`src/rtl/trie_pkg.sv`:
```
package trie_pkg;
  typedef enum logic [1:0] {
    ST_IDLE = 2'd0,
    ST_WAIT = 2'd1,
    ST_EVAL = 2'd2
  } walk_state_t;
endpackage

```
`src/rtl/trie_level_sel.sv`:
```
module trie_level_sel #(
  parameter int ADDR_W = 20,
  parameter int N      = 5,
  parameter int LEVELS = ADDR_W / N,
  parameter int LVL_W  = 2
) (
  input  logic [ADDR_W-1:0] addr,
  input  logic [LVL_W-1:0]  level,
  output logic [N-1:0]      bits
);
  logic [N-1:0] slice [LEVELS];

  // Level 0 owns the most significant N bits.
  for (genvar g = 0; g < LEVELS; g++) begin : g_slice
    assign slice[g] = addr[ADDR_W-1-g*N -: N];
  end

  always_comb begin
    bits = '0;
    for (int i = 0; i < LEVELS; i++) begin
      if (level == LVL_W'(i)) bits = slice[i];
    end
  end
endmodule

```
`src/rtl/trie_entry_dec.sv`:
```
module trie_entry_dec #(
  parameter int DATA_W = 16,
  parameter int PTR_W  = 5
) (
  input  logic [DATA_W+1:0] word,
  output logic              valid,
  output logic              leaf,
  output logic [DATA_W-1:0] payload,
  output logic [PTR_W-1:0]  ptr
);
  assign valid   = word[DATA_W+1];
  assign leaf    = word[DATA_W];
  assign payload = word[DATA_W-1:0];
  assign ptr     = word[PTR_W-1:0];
endmodule

```
`src/rtl/trie_lookup.sv`:
```
module trie_lookup #(
  parameter int ADDR_W = 20,
  parameter int N      = 5,
  parameter int PTR_W  = 5,
  parameter int DATA_W = 16
) (
  input  logic                clk,
  input  logic                rst,
  input  logic                start_i,
  input  logic [ADDR_W-1:0]   addr_i,
  output logic                ram_rd_en_o,
  output logic [PTR_W+N-1:0]  ram_rd_addr_o,
  input  logic [DATA_W+1:0]   ram_rd_data_i,
  output logic                done_o,
  output logic                hit_o,
  output logic [DATA_W-1:0]   data_o
);
  import trie_pkg::*;

  localparam int LEVELS = ADDR_W / N;
  localparam int LVL_W  = (LEVELS > 1) ? $clog2(LEVELS) : 1;
  localparam int RAM_AW = PTR_W + N;

  walk_state_t        state_q;
  logic [ADDR_W-1:0]  addr_q;
  logic [LVL_W-1:0]   level_q;

  logic [ADDR_W-1:0]  sel_addr;
  logic [LVL_W-1:0]   sel_lvl;
  logic [N-1:0]       sel_bits;
  logic               e_valid, e_leaf;
  logic [DATA_W-1:0]  e_payload;
  logic [PTR_W-1:0]   e_ptr;
  logic               last_lvl;

  // A fresh lookup indexes with the incoming address; later steps use the held copy.
  assign sel_addr = (state_q == ST_IDLE) ? addr_i : addr_q;
  assign sel_lvl  = (state_q == ST_IDLE) ? '0 : level_q + LVL_W'(1);
  assign last_lvl = (level_q == LVL_W'(LEVELS - 1));

  trie_level_sel #(
    .ADDR_W(ADDR_W), .N(N), .LEVELS(LEVELS), .LVL_W(LVL_W)
  ) u_sel (
    .addr (sel_addr),
    .level(sel_lvl),
    .bits (sel_bits)
  );

  trie_entry_dec #(
    .DATA_W(DATA_W), .PTR_W(PTR_W)
  ) u_dec (
    .word   (ram_rd_data_i),
    .valid  (e_valid),
    .leaf   (e_leaf),
    .payload(e_payload),
    .ptr    (e_ptr)
  );

  always_ff @(posedge clk) begin
    if (rst) begin
      state_q       <= ST_IDLE;
      addr_q        <= '0;
      level_q       <= '0;
      ram_rd_en_o   <= 1'b0;
      ram_rd_addr_o <= '0;
      done_o        <= 1'b0;
      hit_o         <= 1'b0;
      data_o        <= '0;
    end else begin
      ram_rd_en_o <= 1'b0;
      done_o      <= 1'b0;
      hit_o       <= 1'b0;
      unique case (state_q)
        ST_IDLE: begin
          if (start_i) begin
            addr_q        <= addr_i;
            level_q       <= '0;
            ram_rd_en_o   <= 1'b1;
            ram_rd_addr_o <= {PTR_W'(0), sel_bits};
            state_q       <= ST_WAIT;
          end
        end
        ST_WAIT: state_q <= ST_EVAL;
        ST_EVAL: begin
          if (!e_valid) begin
            done_o  <= 1'b1;
            data_o  <= '0;
            state_q <= ST_IDLE;
          end else if (e_leaf) begin
            done_o  <= 1'b1;
            hit_o   <= 1'b1;
            data_o  <= e_payload;
            state_q <= ST_IDLE;
          end else if (last_lvl) begin
            done_o  <= 1'b1;
            data_o  <= '0;
            state_q <= ST_IDLE;
          end else begin
            ram_rd_en_o   <= 1'b1;
            ram_rd_addr_o <= {e_ptr, sel_bits};
            level_q       <= level_q + LVL_W'(1);
            state_q       <= ST_WAIT;
          end
        end
        default: state_q <= ST_IDLE;
      endcase
    end
  end

  // result strobe lasts one cycle
  p_done_single_r8: assert property (@(posedge clk) disable iff (rst)
    done_o |=> !done_o);

  // each read strobe is a single cycle, and results only follow an evaluated entry
  p_read_single_r7: assert property (@(posedge clk) disable iff (rst)
    ram_rd_en_o |=> !ram_rd_en_o);
  p_done_after_eval_r7: assert property (@(posedge clk) disable iff (rst)
    done_o |-> $past(state_q) == ST_EVAL);

  // a hit is only reported together with the result strobe
  p_hit_with_done_r5: assert property (@(posedge clk) disable iff (rst)
    hit_o |-> done_o);

  // a miss returns zero data
  p_miss_zero_r4: assert property (@(posedge clk) disable iff (rst)
    (done_o && !hit_o) |-> (data_o == '0));

  // the first read goes to the root table, indexed by the top address bits
  p_root_read_r2: assert property (@(posedge clk) disable iff (rst)
    (state_q == ST_IDLE && start_i) |=>
      (ram_rd_en_o && ram_rd_addr_o[RAM_AW-1:N] == '0 &&
       ram_rd_addr_o[N-1:0] == $past(addr_i[ADDR_W-1 -: N])));

  // the held address is not disturbed while a walk is running
  p_busy_hold_r9: assert property (@(posedge clk) disable iff (rst)
    (state_q != ST_IDLE) |=> $stable(addr_q));
endmodule

```
`config.mk`:
```
export PLATFORM = sky130hd
export DESIGN_NAME = trie_lookup
export DESIGN_NICKNAME = d
export VERILOG_FILES = /design/src/rtl/trie_pkg.sv /design/src/rtl/trie_level_sel.sv /design/src/rtl/trie_entry_dec.sv /design/src/rtl/trie_lookup.sv
export SDC_FILE = /design/constraint.sdc
export NUM_CORES = 1
export LEC_CHECK = 0
export BUFFER_PORTS_ARGS = -buffer_cell sky130_fd_sc_hd__buf_2
export CORE_MARGIN = 5
export CORE_UTILIZATION = 53
export DETAILED_ROUTE_END_ITERATION = 6
export GPL_TIMING_DRIVEN = 1
export PLACE_DENSITY = 0.83
export RECOVER_POWER = 100
export SLEW_MARGIN = 20
export SYNTH_ARGS = -nofsm -noshare
export SYNTH_HDL_FRONTEND = slang
export SYNTH_SLANG_ARGS = --single-unit
```
`constraint.sdc`:
```
create_clock -name clk -period 2.52 [get_ports clk]
set_input_delay 0.504 -clock clk [delete_from_list [all_inputs] [get_ports clk]]
set_output_delay 0.504 -clock clk [all_outputs]
set_load 0.02 [all_outputs]
```
==> reports/metrics.csv <==
stage,metric,value,unit
worst_setup_path,path_buf_inv,0,
worst_setup_path,cpLargestDelayFamily,adder cells,
synthesis,synthesis.area,0.00212,mm^2
worst_setup_path,cp.required,2.69,ns
synthesis,synth_top_family_by_area,compound AO/OA/AOI/OAI gates,
synthesis,synth.top_cells.by_count,"dfxtp_1, nand2_1, a21oi_1",
route,drt_iter0_drc,145,
layout,layout.cells.non_filler,342,
pwr,p_per_area,661,mW/mm^2
global_routing,grt_usage,19.2,%
pwr,intPower,1.27,mW
run,cap_violations,0,
worst_setup_path,cp_slowest_stage_delay,0.56,ns
clocking,cts_resized,0,
clocking,cts_tree,yes,
timing,fmax,529,MHz
place,place_inst,334,
synthesis,yosysMostFrequentCell,dfxtp_1,
route,firstDrtPassIters,4,
synthesis,synth_fa_ha_area_share,0.589,%
timing,slew_violations,0,
pwr,ir_worst_vdd,0.418,mV
worst_setup_path,startpoint_type,register,
floorplan,die_w,73.3,um
synthesis,yosysTopAreaCellShare,50.0,%
layout,areaGrowthSynthToFinish,19.6,%
timing,finalCritPeriodShare,74.9,%
floorplan,initial_core_util,53.9,%
timing,min_period,1.89,ns
clocking,htree_levels,2,
pwr,p_leak,1.00,nW
route,wl,5020,um
floorplan,die-area,0.00537,mm^2
synthesis,synth_compound_area_share,22.0,%
layout,drive_gt1_share,21.6,%
route,post_drt_wl_per_cell,14.7,um
worst_setup_path,crit_fanout,11,
synthesis,synth-seq-cells,53,
global_routing,gr-total-overflow,0,
floorplan,io_pins,70,
timing,setup_viol,0,
synthesis,yosysTopAreaCell,dfxtp_1,
clocking,cts.reportedPaths.clkPinSlew,0.09,ns
synthesis,postSynthAreaPerCell,9.19,um^2
route,vias,1877,
synthesis,syn-instance-count,231,
clocking,clockRootBuffer,clkbuf_8,
layout,diodes,0,
synthesis,synthXorXnorAreaFrac,0,%
worst_setup_path,path_class,reg -> reg,
floorplan,die_h,73.3,um
clocking,cts-hold-fix-buffers,0,
worst_setup_path,worstSetupEndpointType,register,
worst_setup_path,worst_ep_arrival_time,2.06,ns
global_routing,grt_pass1_vias,1753,
clocking,cts_setup_buffers,0,
pwr,netSwitchingPower,407,uW
global_routing,grt_first_pass_wirelength,8140,um
synthesis,synth_nets,273,
synthesis,ys_seq_area_share,50.0,%
clocking,numCtsBuffers,5,
route,postRouteAntennaNets,0,
layout,finish.utilization,64.4,%
place,dp_hpwl,3580,um
route,drc,0,
timing,relSlewSlack,42.3,%
pwr,clock_power_share,35.3,%
hold_path,min_path_type,in -> reg,
timing,tightestPinTransition,0.865,ns
synthesis,synth_edf_count,0,
timing,hold_ws,0.407,ns
synthesis,synthSimpleGateAreaFrac,16.8,%
place,gp_congestion,0.815,
clocking,cts_buffer_depth,2,
floorplan,rows,23,
synthesis,ys_warn_count,0,
timing,skew,0.00444,ns
global_routing,antenna_found_initial,0,
timing,final_hold_viol_count,0,
synthesis,synth_area_leaders,"dfxtp_1, nand2_1, a21oi_1, mux2_2, a22o_1",
timing,rsz0062_at_grt,no,
route,vias_per_cell,5.49,
clocking,clkLatencyLatePin,0.31,ns
synthesis,ys.flop_type,dfxtp_1,
synthesis,muxShareOfSynthArea,5.77,%
worst_setup_path,crit_chain,"ha_1, mux2_2, a222oi_1, a22oi_1",
timing,final.setup.tns,0,ns
global_routing,grt_max_degree,27,
floorplan,core-area,0.00394,mm^2
place,io_buffers,69,
worst_setup_path,crit_slowest_cell,ha_1,
layout,nNetsFinal,333,
clocking,cts_sinks,53,
pwr,swShare,24.2,%
synthesis,ys_types,30,
synthesis,ys_async_sr_fraction,0,%
pwr,sequentialPowerShare,53.5,%
pwr,power_frac_comb,11.2,%
run_status,status,"finished, final reports clean",
==> worst paths after layout <==
| kind | from | to | slack, ns | depth (start not counted) |
|---|---|---|---|---|
| min reg2reg | addr_q[17] | addr_q[17] | 0.46 | 2 |
| max reg2reg | level_q[0] | ram_rd_addr_o[0] | 0.63 | 4 |
| max | level_q[0] | ram_rd_addr_o[0] | 0.63 | 4 |
| min | ram_rd_data_i[8] | data_o[8] | 0.41 | 2 |
==> power groups by stage <==
stage,clock network (mW),registers [mW],logic [mW]
2_1_floorplan,0,0.923,0.114
3_3_place_gp,0,0.916,0.189
3_5_place_dp,0,0.917,0.194
4_1_cts,0.600,0.898,0.194
5_1_grt,0.634,0.904,0.208
6_report,0.593,0.898,0.189
==> cells in the final DEF, fill, tap and decap left out, types with 2 or more instances in the layout <==
| cell | netlist | final |
|---|---|---|
| o21ai_0 | 8 | 8 |
| nand3_1 | 6 | 6 |
| nand2b_1 | 8 | 8 |
| inv_1 | 2 | 2 |
| buf_4 | 0 | 2 |
| nand2_1 | 45 | 45 |
| a22oi_1 | 5 | 5 |
| or3b_1 | 2 | 2 |
| a21oi_1 | 33 | 33 |
| clkbuf_8 | 0 | 6 |
| buf_2 | 13 | 40 |
| dfxtp_1 | 53 | 53 |
| nor3b_1 | 2 | 2 |
| o211ai_1 | 6 | 6 |
| nor2b_1 | 3 | 3 |
| nor2_1 | 3 | 3 |
| a222oi_1 | 5 | 5 |
| mux2_2 | 10 | 10 |
| a22o_1 | 10 | 10 |
| clkbuf_1 | 5 | 30 |
==> flip-flops by register name, indices dropped and copies added (netlist names) <==
signal         flops
level_q            2
addr_q            20
hit_o              1
data_o            16
state_q            2
done_o             1
ram_rd_en_o        1
ram_rd_addr_o     10
==> metal layers <==
layer	GRT usage, %	share of wire [%]	up-vias
met5	0	0	-
met4	8.65	2.1	0
met3	5.61	9.1	13
met2	30.1	46	78
met1	24.5	42	851
li1	-	-	935
==> kinds of logic (layout without fill, tap and decap cells) <==
kind of cell / Yosys count / after routing
simple gates: 74 / 74
mux: 11 / 11
flops: 53 / 53
fa+ha+maj: 1 / 1
buf+inv: 21 / 82
compound gates: 71 / 71
==> metrics by stage <==
| stage | total power [mW] | area (um^2) | setup slack, ns |
|---|---|---|---|
| 2_1_floorplan | 1.04 | 2120 | 0.824 |
| 3_3_place_gp | 1.11 | 2460 | 0.674 |
| 3_5_place_dp | 1.11 | 2460 | 0.613 |
| 4_1_cts | 1.69 | 2580 | 0.637 |
| 5_1_grt | 1.75 | 2540 | 0.500 |
| 6_report | 1.68 | 2540 | 0.631 |
==> worst register-to-register path, stage by stage (launching register included) <==
cell and delay, ns:
dfxtp_1 0.36, ha_1 0.56, mux2_2 0.40, a222oi_1 0.31, a22oi_1 0.13
==> cell type report <==
class,instances,area [um^2]
flip-flops and latches,53,1060
clock buffers,6,82.6
repair buffers,72,328
well taps,50,62.6
fillers,351,1400
inverters,2,7.51
clock inverters,2,37.5
multi-input cells,157,960
(Power assumes the default switching activity.)
